File: config.mk
export PLATFORM = sky130hd
export DESIGN_NAME = uart_irq_ident
export DESIGN_NICKNAME = d
export VERILOG_FILES = /design/src/rtl/uart_irq_pkg.sv /design/src/rtl/uart_irq_src_latch.sv /design/src/rtl/uart_irq_rx_timeout.sv /design/src/rtl/uart_irq_prio.sv /design/src/rtl/uart_irq_ident.sv
export SDC_FILE = /design/constraint.sdc
export NUM_CORES = 1
export LEC_CHECK = 0
export BUFFER_PORTS_ARGS = -buffer_cell sky130_fd_sc_hd__buf_4
export CORE_AREA = 2 2 39 41
export CTS_CLUSTER_SIZE = 24
export DETAILED_ROUTE_END_ITERATION = 8
export DIE_AREA = 0 0 41 43
export PLACE_DENSITY = 0.71
export SLEW_MARGIN = 20
export SYNTH_ARGS = -nofsm -noshare
export SYNTH_HDL_FRONTEND = slang
export SYNTH_HIERARCHICAL = 1
export SYNTH_SLANG_ARGS = --single-unit
File: constraint.sdc
create_clock -name clk_i -period 5.46 [get_ports clk_i]
set_input_delay 0.273 -clock clk_i [delete_from_list [all_inputs] [get_ports clk_i]]
set_output_delay 0.273 -clock clk_i [all_outputs]
set_load 0.01 [all_outputs]
File: src/rtl/uart_irq_pkg.sv
package uart_irq_pkg;
  localparam int unsigned NUM_SRC = 5;
  // ranking index, 0 = highest
  localparam int unsigned S_LSR = 0;
  localparam int unsigned S_RDA = 1;
  localparam int unsigned S_TO  = 2;
  localparam int unsigned S_THR = 3;
  localparam int unsigned S_MSR = 4;

  typedef enum logic [3:0] {
    ID_NONE = 4'b0001,
    ID_LSR  = 4'b0110,
    ID_RDA  = 4'b0100,
    ID_TO   = 4'b1100,
    ID_THR  = 4'b0010,
    ID_MSR  = 4'b0000
  } irq_id_e;

  function automatic irq_id_e src_id(int unsigned s);
    case (s)
      S_LSR:   return ID_LSR;
      S_RDA:   return ID_RDA;
      S_TO:    return ID_TO;
      S_THR:   return ID_THR;
      default: return ID_MSR;
    endcase
  endfunction
endpackage

File: src/rtl/uart_irq_src_latch.sv
module uart_irq_src_latch (
  input  logic clk_i,
  input  logic rst_ni,
  input  logic set_i,
  input  logic clr_i,
  output logic pend_o
);
  always_ff @(posedge clk_i or negedge rst_ni) begin
    if (!rst_ni)     pend_o <= 1'b0;
    else if (set_i)  pend_o <= 1'b1;  // new event wins over clear
    else if (clr_i)  pend_o <= 1'b0;
  end

  a_r4_latch_set: assert property (@(posedge clk_i) disable iff (!rst_ni)
    set_i |=> pend_o);
  a_r7_latch_clr: assert property (@(posedge clk_i) disable iff (!rst_ni)
    (clr_i && !set_i) |=> !pend_o);
endmodule

File: src/rtl/uart_irq_rx_timeout.sv
module uart_irq_rx_timeout #(
  parameter int unsigned OCC_W    = 5,
  parameter int unsigned TO_CHARS = 4
) (
  input  logic             clk_i,
  input  logic             rst_ni,
  input  logic             fifo_en_i,
  input  logic [OCC_W-1:0] rx_cnt_i,
  input  logic             rx_push_i,
  input  logic             rbr_rd_i,
  input  logic             char_tick_i,
  output logic             to_o
);
  localparam int unsigned CW = $clog2(TO_CHARS + 1);
  localparam logic [CW-1:0] LIMIT = CW'(TO_CHARS);

  logic [CW-1:0] cnt_q;
  logic          empty, touch;

  assign empty = (rx_cnt_i == '0);
  assign touch = rbr_rd_i | rx_push_i;

  always_ff @(posedge clk_i or negedge rst_ni) begin
    if (!rst_ni)                         cnt_q <= '0;
    else if (touch || empty)             cnt_q <= '0;
    else if (char_tick_i && cnt_q != LIMIT) cnt_q <= cnt_q + 1'b1;
  end

  assign to_o = fifo_en_i && !empty && (cnt_q == LIMIT);

  a_r6_to_cleared_by_read: assert property (@(posedge clk_i) disable iff (!rst_ni)
    rbr_rd_i |=> !to_o);
  a_r6_to_needs_fifo: assert property (@(posedge clk_i) disable iff (!rst_ni)
    to_o |-> fifo_en_i);
endmodule

File: src/rtl/uart_irq_prio.sv
module uart_irq_prio
  import uart_irq_pkg::*;
(
  input  logic [NUM_SRC-1:0] req_i,
  output logic [3:0]         id_o
);
  always_comb begin
    id_o = ID_NONE;
    for (int s = NUM_SRC - 1; s >= 0; s--) begin
      if (req_i[s]) id_o = src_id(s);
    end
  end
endmodule

File: src/rtl/uart_irq_ident.sv
module uart_irq_ident
  import uart_irq_pkg::*;
#(
  parameter int unsigned OCC_W    = 5,
  parameter int unsigned TO_CHARS = 4
) (
  input  logic             clk_i,
  input  logic             rst_ni,
  input  logic             fifo_en_i,
  input  logic [3:0]       ien_i,
  input  logic [3:0]       lsr_evt_i,
  input  logic             rx_ready_i,
  input  logic [OCC_W-1:0] rx_cnt_i,
  input  logic             rx_push_i,
  input  logic             char_tick_i,
  input  logic             thr_empty_evt_i,
  input  logic [3:0]       msr_chg_i,
  input  logic             rbr_rd_i,
  input  logic             thr_wr_i,
  input  logic             lsr_rd_i,
  input  logic             msr_rd_i,
  input  logic             isr_rd_i,
  output logic [7:0]       isr_o,
  output logic             irq_o
);
  localparam int unsigned NLATCH = 3;

  logic [NUM_SRC-1:0] pend, req;
  logic [NLATCH-1:0]  l_set, l_clr, l_pend;
  logic [3:0]         id;
  logic               to_pend, thr_shown;

  // sticky sources: 0 line status, 1 tx empty, 2 modem
  assign thr_shown = isr_rd_i && (id == ID_THR);
  assign l_set = {|msr_chg_i, thr_empty_evt_i, |lsr_evt_i};
  assign l_clr = {msr_rd_i, thr_wr_i | thr_shown, lsr_rd_i};

  for (genvar g = 0; g < NLATCH; g++) begin : g_latch
    uart_irq_src_latch u_latch (
      .clk_i  (clk_i),
      .rst_ni (rst_ni),
      .set_i  (l_set[g]),
      .clr_i  (l_clr[g]),
      .pend_o (l_pend[g])
    );
  end

  uart_irq_rx_timeout #(.OCC_W(OCC_W), .TO_CHARS(TO_CHARS)) u_to (
    .clk_i       (clk_i),
    .rst_ni      (rst_ni),
    .fifo_en_i   (fifo_en_i),
    .rx_cnt_i    (rx_cnt_i),
    .rx_push_i   (rx_push_i),
    .rbr_rd_i    (rbr_rd_i),
    .char_tick_i (char_tick_i),
    .to_o        (to_pend)
  );

  always_comb begin
    pend        = '0;
    pend[S_LSR] = l_pend[0];
    pend[S_RDA] = rx_ready_i;
    pend[S_TO]  = to_pend;
    pend[S_THR] = l_pend[1];
    pend[S_MSR] = l_pend[2];
    req         = '0;
    req[S_LSR]  = pend[S_LSR] & ien_i[2];
    req[S_RDA]  = pend[S_RDA] & ien_i[0];
    req[S_TO]   = pend[S_TO]  & ien_i[0];
    req[S_THR]  = pend[S_THR] & ien_i[1];
    req[S_MSR]  = pend[S_MSR] & ien_i[3];
  end

  uart_irq_prio u_prio (
    .req_i (req),
    .id_o  (id)
  );

  assign isr_o = {{2{fifo_en_i}}, 2'b00, id};
  assign irq_o = ~isr_o[0];

  a_r1_bit0_vs_pending: assert property (@(posedge clk_i) disable iff (!rst_ni)
    isr_o[0] == (req == '0));
  a_r3_lsr_wins: assert property (@(posedge clk_i) disable iff (!rst_ni)
    (l_pend[0] && ien_i[2]) |-> (isr_o[3:0] == 4'b0110));
  a_r6_bit3_fifo_only: assert property (@(posedge clk_i) disable iff (!rst_ni)
    isr_o[3] |-> fifo_en_i);
  a_r8_msr_clear: assert property (@(posedge clk_i) disable iff (!rst_ni)
    (msr_rd_i && msr_chg_i == 4'b0) |=> (l_pend[2] == 1'b0));
  a_r9_mask_keeps_state: assert property (@(posedge clk_i) disable iff (!rst_ni)
    (!ien_i[2] && !lsr_rd_i) |=> (l_pend[0] || !$past(l_pend[0])));
endmodule

==> results of run 1 <==
-- metal layers --
layer / vias to the layer above / global-route usage, % / part of all wire, %
met4: 0 / 10.0 / 0
met3: 0 / 1.57 / 13
met2: 24 / 20.3 / 51
li1: 235 / - / -
met5: - / 0 / 0
met1: 194 / 12.0 / 35
-- cell usage after synthesis --
cell type,number
a211o_2,1
or4_1,2
xnor2_1,1
nor2_1,5
mux2i_1,1
nor3b_1,1
or2_2,1
inv_1,6
nor3_1,1
nor3_2,1
conb_1,1
a21o_1,4
nand3_1,1
and2_1,5
a21boi_2,1
a21oi_1,2
nand2_1,1
dfrtp_1,6
buf_4,4
a41o_1,1
or3_4,1
o21ai_0,1
ha_1,2
-- power groups by stage --
stage               clock, mW  sequential [mW]  combinational [mW]
floorplan                   0           0.0472              0.0144
global route           0.0436           0.0467              0.0373
detailed placement          0           0.0474              0.0335
finish                 0.0397           0.0467              0.0336
CTS                    0.0421           0.0467              0.0342
global placement            0           0.0473              0.0330
-- final cells by class --
type | instances | share of cell area (%)
Timing Repair Buffer | 36 | 37.4
Multi-Input combinational cell | 35 | 33.1
Sequential cell | 6 | 20.6
Clock buffer | 3 | 3.09
Inverter | 6 | 3.09
Tap cell | 16 | 2.74
-- final timing paths --
kind	start	end	slack, ns	cells past startpoint
max	u_to/cnt_q[0]$_DFFE_PN0P_	irq_o	3.23	9
min	thr_empty_evt_i	g_latch[1].u_latch/pend_o$_DFFE_PN0P_	0.21	2
max reg2reg	u_to/cnt_q[0]$_DFFE_PN0P_	g_latch[1].u_latch/pend_o$_DFFE_PN0P_	3.51	11
min reg2reg	g_latch[2].u_latch/pend_o$_DFFE_PN0P_	g_latch[2].u_latch/pend_o$_DFFE_PN0P_	0.47	1
max in group asynchronous	rst_ni	u_to/cnt_q[2]$_DFFE_PN0P_	4.97	2
min in group asynchronous	rst_ni	g_latch[0].u_latch/pend_o$_DFFE_PN0P_	0.37	2
-- stage by stage --
stage | power [mW] | instance area [µm²] | cells | utilization [%] | worst slack [ns]
after floorplan | 0.0616 | 444 | 51 | - | 3.43
after global placement | 0.0803 | 697 | 98 | 50.4 | 3.54
after detailed placement | 0.0809 | 697 | 98 | 50.4 | 3.48
after CTS | 0.123 | 729 | 102 | 52.7 | 3.21
after global routing | 0.128 | 729 | 102 | 52.7 | 3.07
final | 0.120 | 729 | 102 | 52.7 | 3.23
-- flip-flops by register name, indices dropped and copies added, names as in the netlist --
| register | count |
|---|---|
| u_to/cnt_q | 3 |
| g_latch.u_latch/pend_o | 3 |
-- repair_timing --
action / in CTS / in global routing
hold endpoints to repair: 6 / 0
hold buffers: 1 / 0
endpoints found under the setup margin: 0 / 0
-- cells in the final DEF (no fill, tap or decap), drive strengths merged, types with 2 or more instances in the layout --
cell type  instances
ha                 2
a21o               4
a21oi              2
inv                6
and2               5
conb               2
nor3               2
clkbuf             3
buf               35
dfrtp              6
or4                2
nor2               5
-- kinds of logic (layout without fill, tap and decap cells) --
family / Yosys count / in the layout / share of synthesized area (%)
flip-flops: 6 / 6 / 34.1
AND/OR/NAND/NOR: 19 / 19 / 25.9
AO/OA/AOI/OAI: 10 / 10 / 17.3
XOR/XNOR: 1 / 1 / 1.99
adder cells (fa/ha/maj): 2 / 2 / 5.68
other: 1 / 2 / 0.851
buffers and inverters: 10 / 45 / 11.9
multiplexers: 1 / 1 / 2.27
==> results.toml, run 1 <==
[placement]
numPortBuffers = 35
hpwl_um = 820
gp_congestion = 0.707

[power_and_ir_drop]
seq_power_share_pct = 38.9
internal_power_mw = 0.0926
p_comb_share_pct = 28.0
p_switching_mw = 0.0274
pwr_density_cell_nw_per_um2 = 165
switching_share_pct = 22.8
p_leak_nw = 0.376
power_frac_clock_pct = 33.1
peakVddDrop_mv = 0.0772

[worst_setup_path]
max_stage_delay_ns = 0.38
cp-end-kind = "primary output"
path_max_fanout = 3
critPathKind = "register to primary output"
arrival_ns = 1.95
crit_top_cell = "inv_1"
cp.buffers_inverters = 3
cp_slowest_cell = "or3_4"
critPathRequiredTime_ns = 5.19
startpoint_type = "register"
cp_top_family = "simple AND/OR/NAND/NOR gates"
cp_cell_sequence = "inv_1 -> ha_1 -> nand3_1 -> a21oi_1 -> and2_1 -> or3_4 -> nor3_2 -> inv_1 -> buf_4"

[grt]
grt_first_pass_wirelength_um = 1420
grt_pass1_vias = 426
grt_max_degree = 7
overflow = 0
grtUsageTotal_pct = 12.1
antenna_found_initial = 0

[clock_tree]
clk_pin_slew_ns = 0.05
post-cts-setup-buffers = 0
cts.htree.levels = 1
cts_buffer_depth = 2
cts-root-buf = "clkbuf_4"
cts_made_buffers = 3
clkSinkCount = 6
cts_tree = "yes"
clk_latency_ns = 0.24
cts_resized = 0

[timing]
finalClockSkew_ns = 0.00333
fin_crit_ns = 2.23
rsz0062_at_grt = "false"
setup_viol = 0
min_period_over_period_pct = 40.8
fmax_mhz = 449
maxSlewViolCount = 0
fin_hold_ws_ns = 0.214
tns_ns = 0
finalHoldViolCount = 0

[routing]
vias_per_cell = 4.44
drt_first_pass_iters = 1
vias = 453
drc = 0
wirelength_um = 917
wl_per_cell_um = 8.99
drt-initial-drc-count = 0
ant_nets = 0

[logic_synthesis]
syn-instance-count = 50
synth_largest_area_cell = "dfrtp_1"
avgSynthCellArea_um2 = 8.81
synth.distinct_cells = 23
synth_top_area_share_pct = 34.1
synth-seq-cells = 6
ys_seq_area_share_pct = 34.1
synthTopCellsByArea = "dfrtp_1 34%, and2_1 7.1%, a21o_1 6.8%, buf_4 6.8%, ha_1 5.7%"
syn_area_um2 = 440
yosys_warnings = 6

[min_path]
min_path_type = "primary input to register"

[die]
die_x_um = 41
dieArea_um2 = 1760
ios = 38
core_um2 = 1380
rows = 14
die_height_um = 43
start_util_pct = 31.8

[cells_and_area]
drive_above_1_share_pct = 50.0
area_growth_syn_to_layout_pct = 65.6
multiInputGateArea_um2 = 241
final-seq-area_um2 = 150
nNetsFinal = 119
fillers = 133
n_antenna_cell = 0

[outcome]
status = "completed"

[run]
drv_cap = 0
Note: power is estimated with default switching activity, not from simulation.
==> inputs of run 2 (changes only) <==
CORE_AREA = not set   (was 2 2 39 41)
CORE_UTILIZATION = 32   (was not set)
DIE_AREA = not set   (was 0 0 41 43)
PLACE_DENSITY = 0.72   (was 0.71)
clock period = 1.9 ns   (was 5.46 ns; I/O delays follow)
==> results.toml, run 2 (same netlist as run 1, synthesis figures left out) <==
[die]
ios = 38
start_util_pct = 34.3
dieArea_um2 = 1530
die_height_um = 39.1
core_um2 = 1280
die_x_um = 39.1
rows = 13

[timing]
rsz0062_at_grt = "true"
fmax_mhz = 546
maxSlewViolCount = 0
min_period_over_period_pct = 96.5
tns_ns = 0
setup_viol = 0
fin_hold_ws_ns = 0.0318
finalHoldViolCount = 0
finalClockSkew_ns = 0.00182
fin_crit_ns = 1.83

[clock_tree]
cts_tree = "yes"
cts_buffer_depth = 2
cts.htree.levels = 1
clkSinkCount = 6
clk_pin_slew_ns = 0.04
cts-root-buf = "clkbuf_4"
cts_made_buffers = 3
clk_latency_ns = 0.24

[min_path]
min_from = "thr_empty_evt_i"
min_path_type = "primary input to register"
holdPathStages = 2
hold_end = "g_latch[1].u_latch/pend_o$_DFFE_PN0P_"

[cells_and_area]
fillers = 123
mostFrequentLayoutCells = "37 x buf_4, 6 x dfrtp_1, 5 x nor2_1"
nNetsFinal = 122
final_common_cell = "buf_4"
drive_above_1_share_pct = 59.6
reg.largest.list = "g_latch.u_latch/pend_o (3), u_to/cnt_q (3)"
n_antenna_cell = 0
area_growth_syn_to_layout_pct = 79.3

[worst_setup_path]
critPathKind = "register to primary output"
cp_cell_sequence = "inv_1 -> ha_4 -> nand3_2 -> a21oi_2 -> and2_4 -> or3_4 -> nor3_4 -> inv_2 -> buf_6"
max_stage_delay_ns = 0.35
r2r_cells = 11
startpoint_type = "register"
worst_r2r_endpoint = "g_latch[1].u_latch/pend_o$_DFFE_PN0P_"
arrival_ns = 1.74
reg2reg_slack_ns = 0.15
cp.buffers_inverters = 3
r2r_start = "u_to/cnt_q[1]$_DFFE_PN0P_"
path_max_fanout = 3
cp_slowest_cell = "or3_4"
critPathRequiredTime_ns = 1.80
cp_top_family = "simple AND/OR/NAND/NOR gates"
cp-end-kind = "primary output"

[routing]
ant_nets = 0
wl_per_cell_um = 10.3
drt-initial-drc-count = 0
vias_per_cell = 4.64
vias = 483
drc = 0
drt_first_pass_iters = 1
wirelength_um = 1070

[outcome]
status = "completed"

[grt]
antenna_found_initial = 0
overflow = 0
grtUsageTotal_pct = 15.3
grt_first_pass_wirelength_um = 1510
grt_pass1_vias = 437
grt_max_degree = 7

[power_and_ir_drop]
p_leak_nw = 0.398
peakVddDrop_mv = 0.306
pwr_density_cell_nw_per_um2 = 453

[placement]
hpwl_um = 815
numPortBuffers = 35
gp_congestion = 0.720

[run]
drv_cap = 0
-- run 2: how the worst max path moves through the flow --
stage,start,endpoint,cells past startpoint
global placement,u_to/cnt_q[0]$_DFFE_PN0P_,g_latch[1].u_latch/pend_o$_DFFE_PN0P_,11
floorplan,u_to/cnt_q[0]$_DFFE_PN0P_,g_latch[1].u_latch/pend_o$_DFFE_PN0P_,11
finish,u_to/cnt_q[1]$_DFFE_PN0P_,irq_o,9
CTS,u_to/cnt_q[1]$_DFFE_PN0P_,irq_o,9
detailed placement,u_to/cnt_q[0]$_DFFE_PN0P_,g_latch[1].u_latch/pend_o$_DFFE_PN0P_,11
global route,u_to/cnt_q[1]$_DFFE_PN0P_,irq_o,9
-- run 2: cell type report --
class	count	area, µm²	share of cell area, %
timing repair buffer	39	299	37.9
clock buffer	3	22.5	2.85
inverter	6	22.5	2.85
sequential	6	150	19.0
tap	15	18.8	2.38
multi-input combinational	35	277	35.0
-- run 2: worst reg2reg max path: stages (launching register included) --
cell and delay (ns):
dfrtp_1 0.34, inv_1 0.07, ha_4 0.17, nand3_2 0.07, a21oi_2 0.03, and2_4 0.15
or3_4 0.35, nor3_4 0.14, inv_2 0.06, a41o_1 0.17, inv_1 0.05, a21o_1 0.09
-- run 2: per-layer routing --
metal / part of all wire [%] / up-vias / global-route usage (%)
li1: - / 242 / -
met2: 51 / 29 / 25.0
met5: 0 / - / 0
met3: 9.5 / 4 / 1.73
met4: 2.7 / 0 / 15.5
met1: 36 / 208 / 16.3
-- run 2: repair_timing --
action	in CTS	in global routing
buffers inserted	2	1
pin swaps	1	0
endpoints found under the setup margin	2	4
hold buffers	1	0
hold endpoints to repair	6	0
resized for setup	1	6
-- run 2: metrics by stage --
step                util [%]  instance area (µm²)  worst slack [ns]  instances  power, mW
floorplan                  -                  453           0.00742         51      0.180
global placement        54.8                  704            0.0730         97      0.233
detailed placement      54.8                  704            0.0359         97      0.235
CTS                     58.7                  754            0.0108        103      0.361
global route            61.4                  790           -0.0241        104      0.382
finish                  61.4                  790            0.0672        104      0.357
-- run 2: power breakdown --
part	internal, mW	leakage (nW)	switching, mW
logic	0.0685	0.314	0.0396
clock network	0.0713	0.0138	0.0439
registers	0.132	0.0701	0.00210
total	0.272	0.398	0.0856
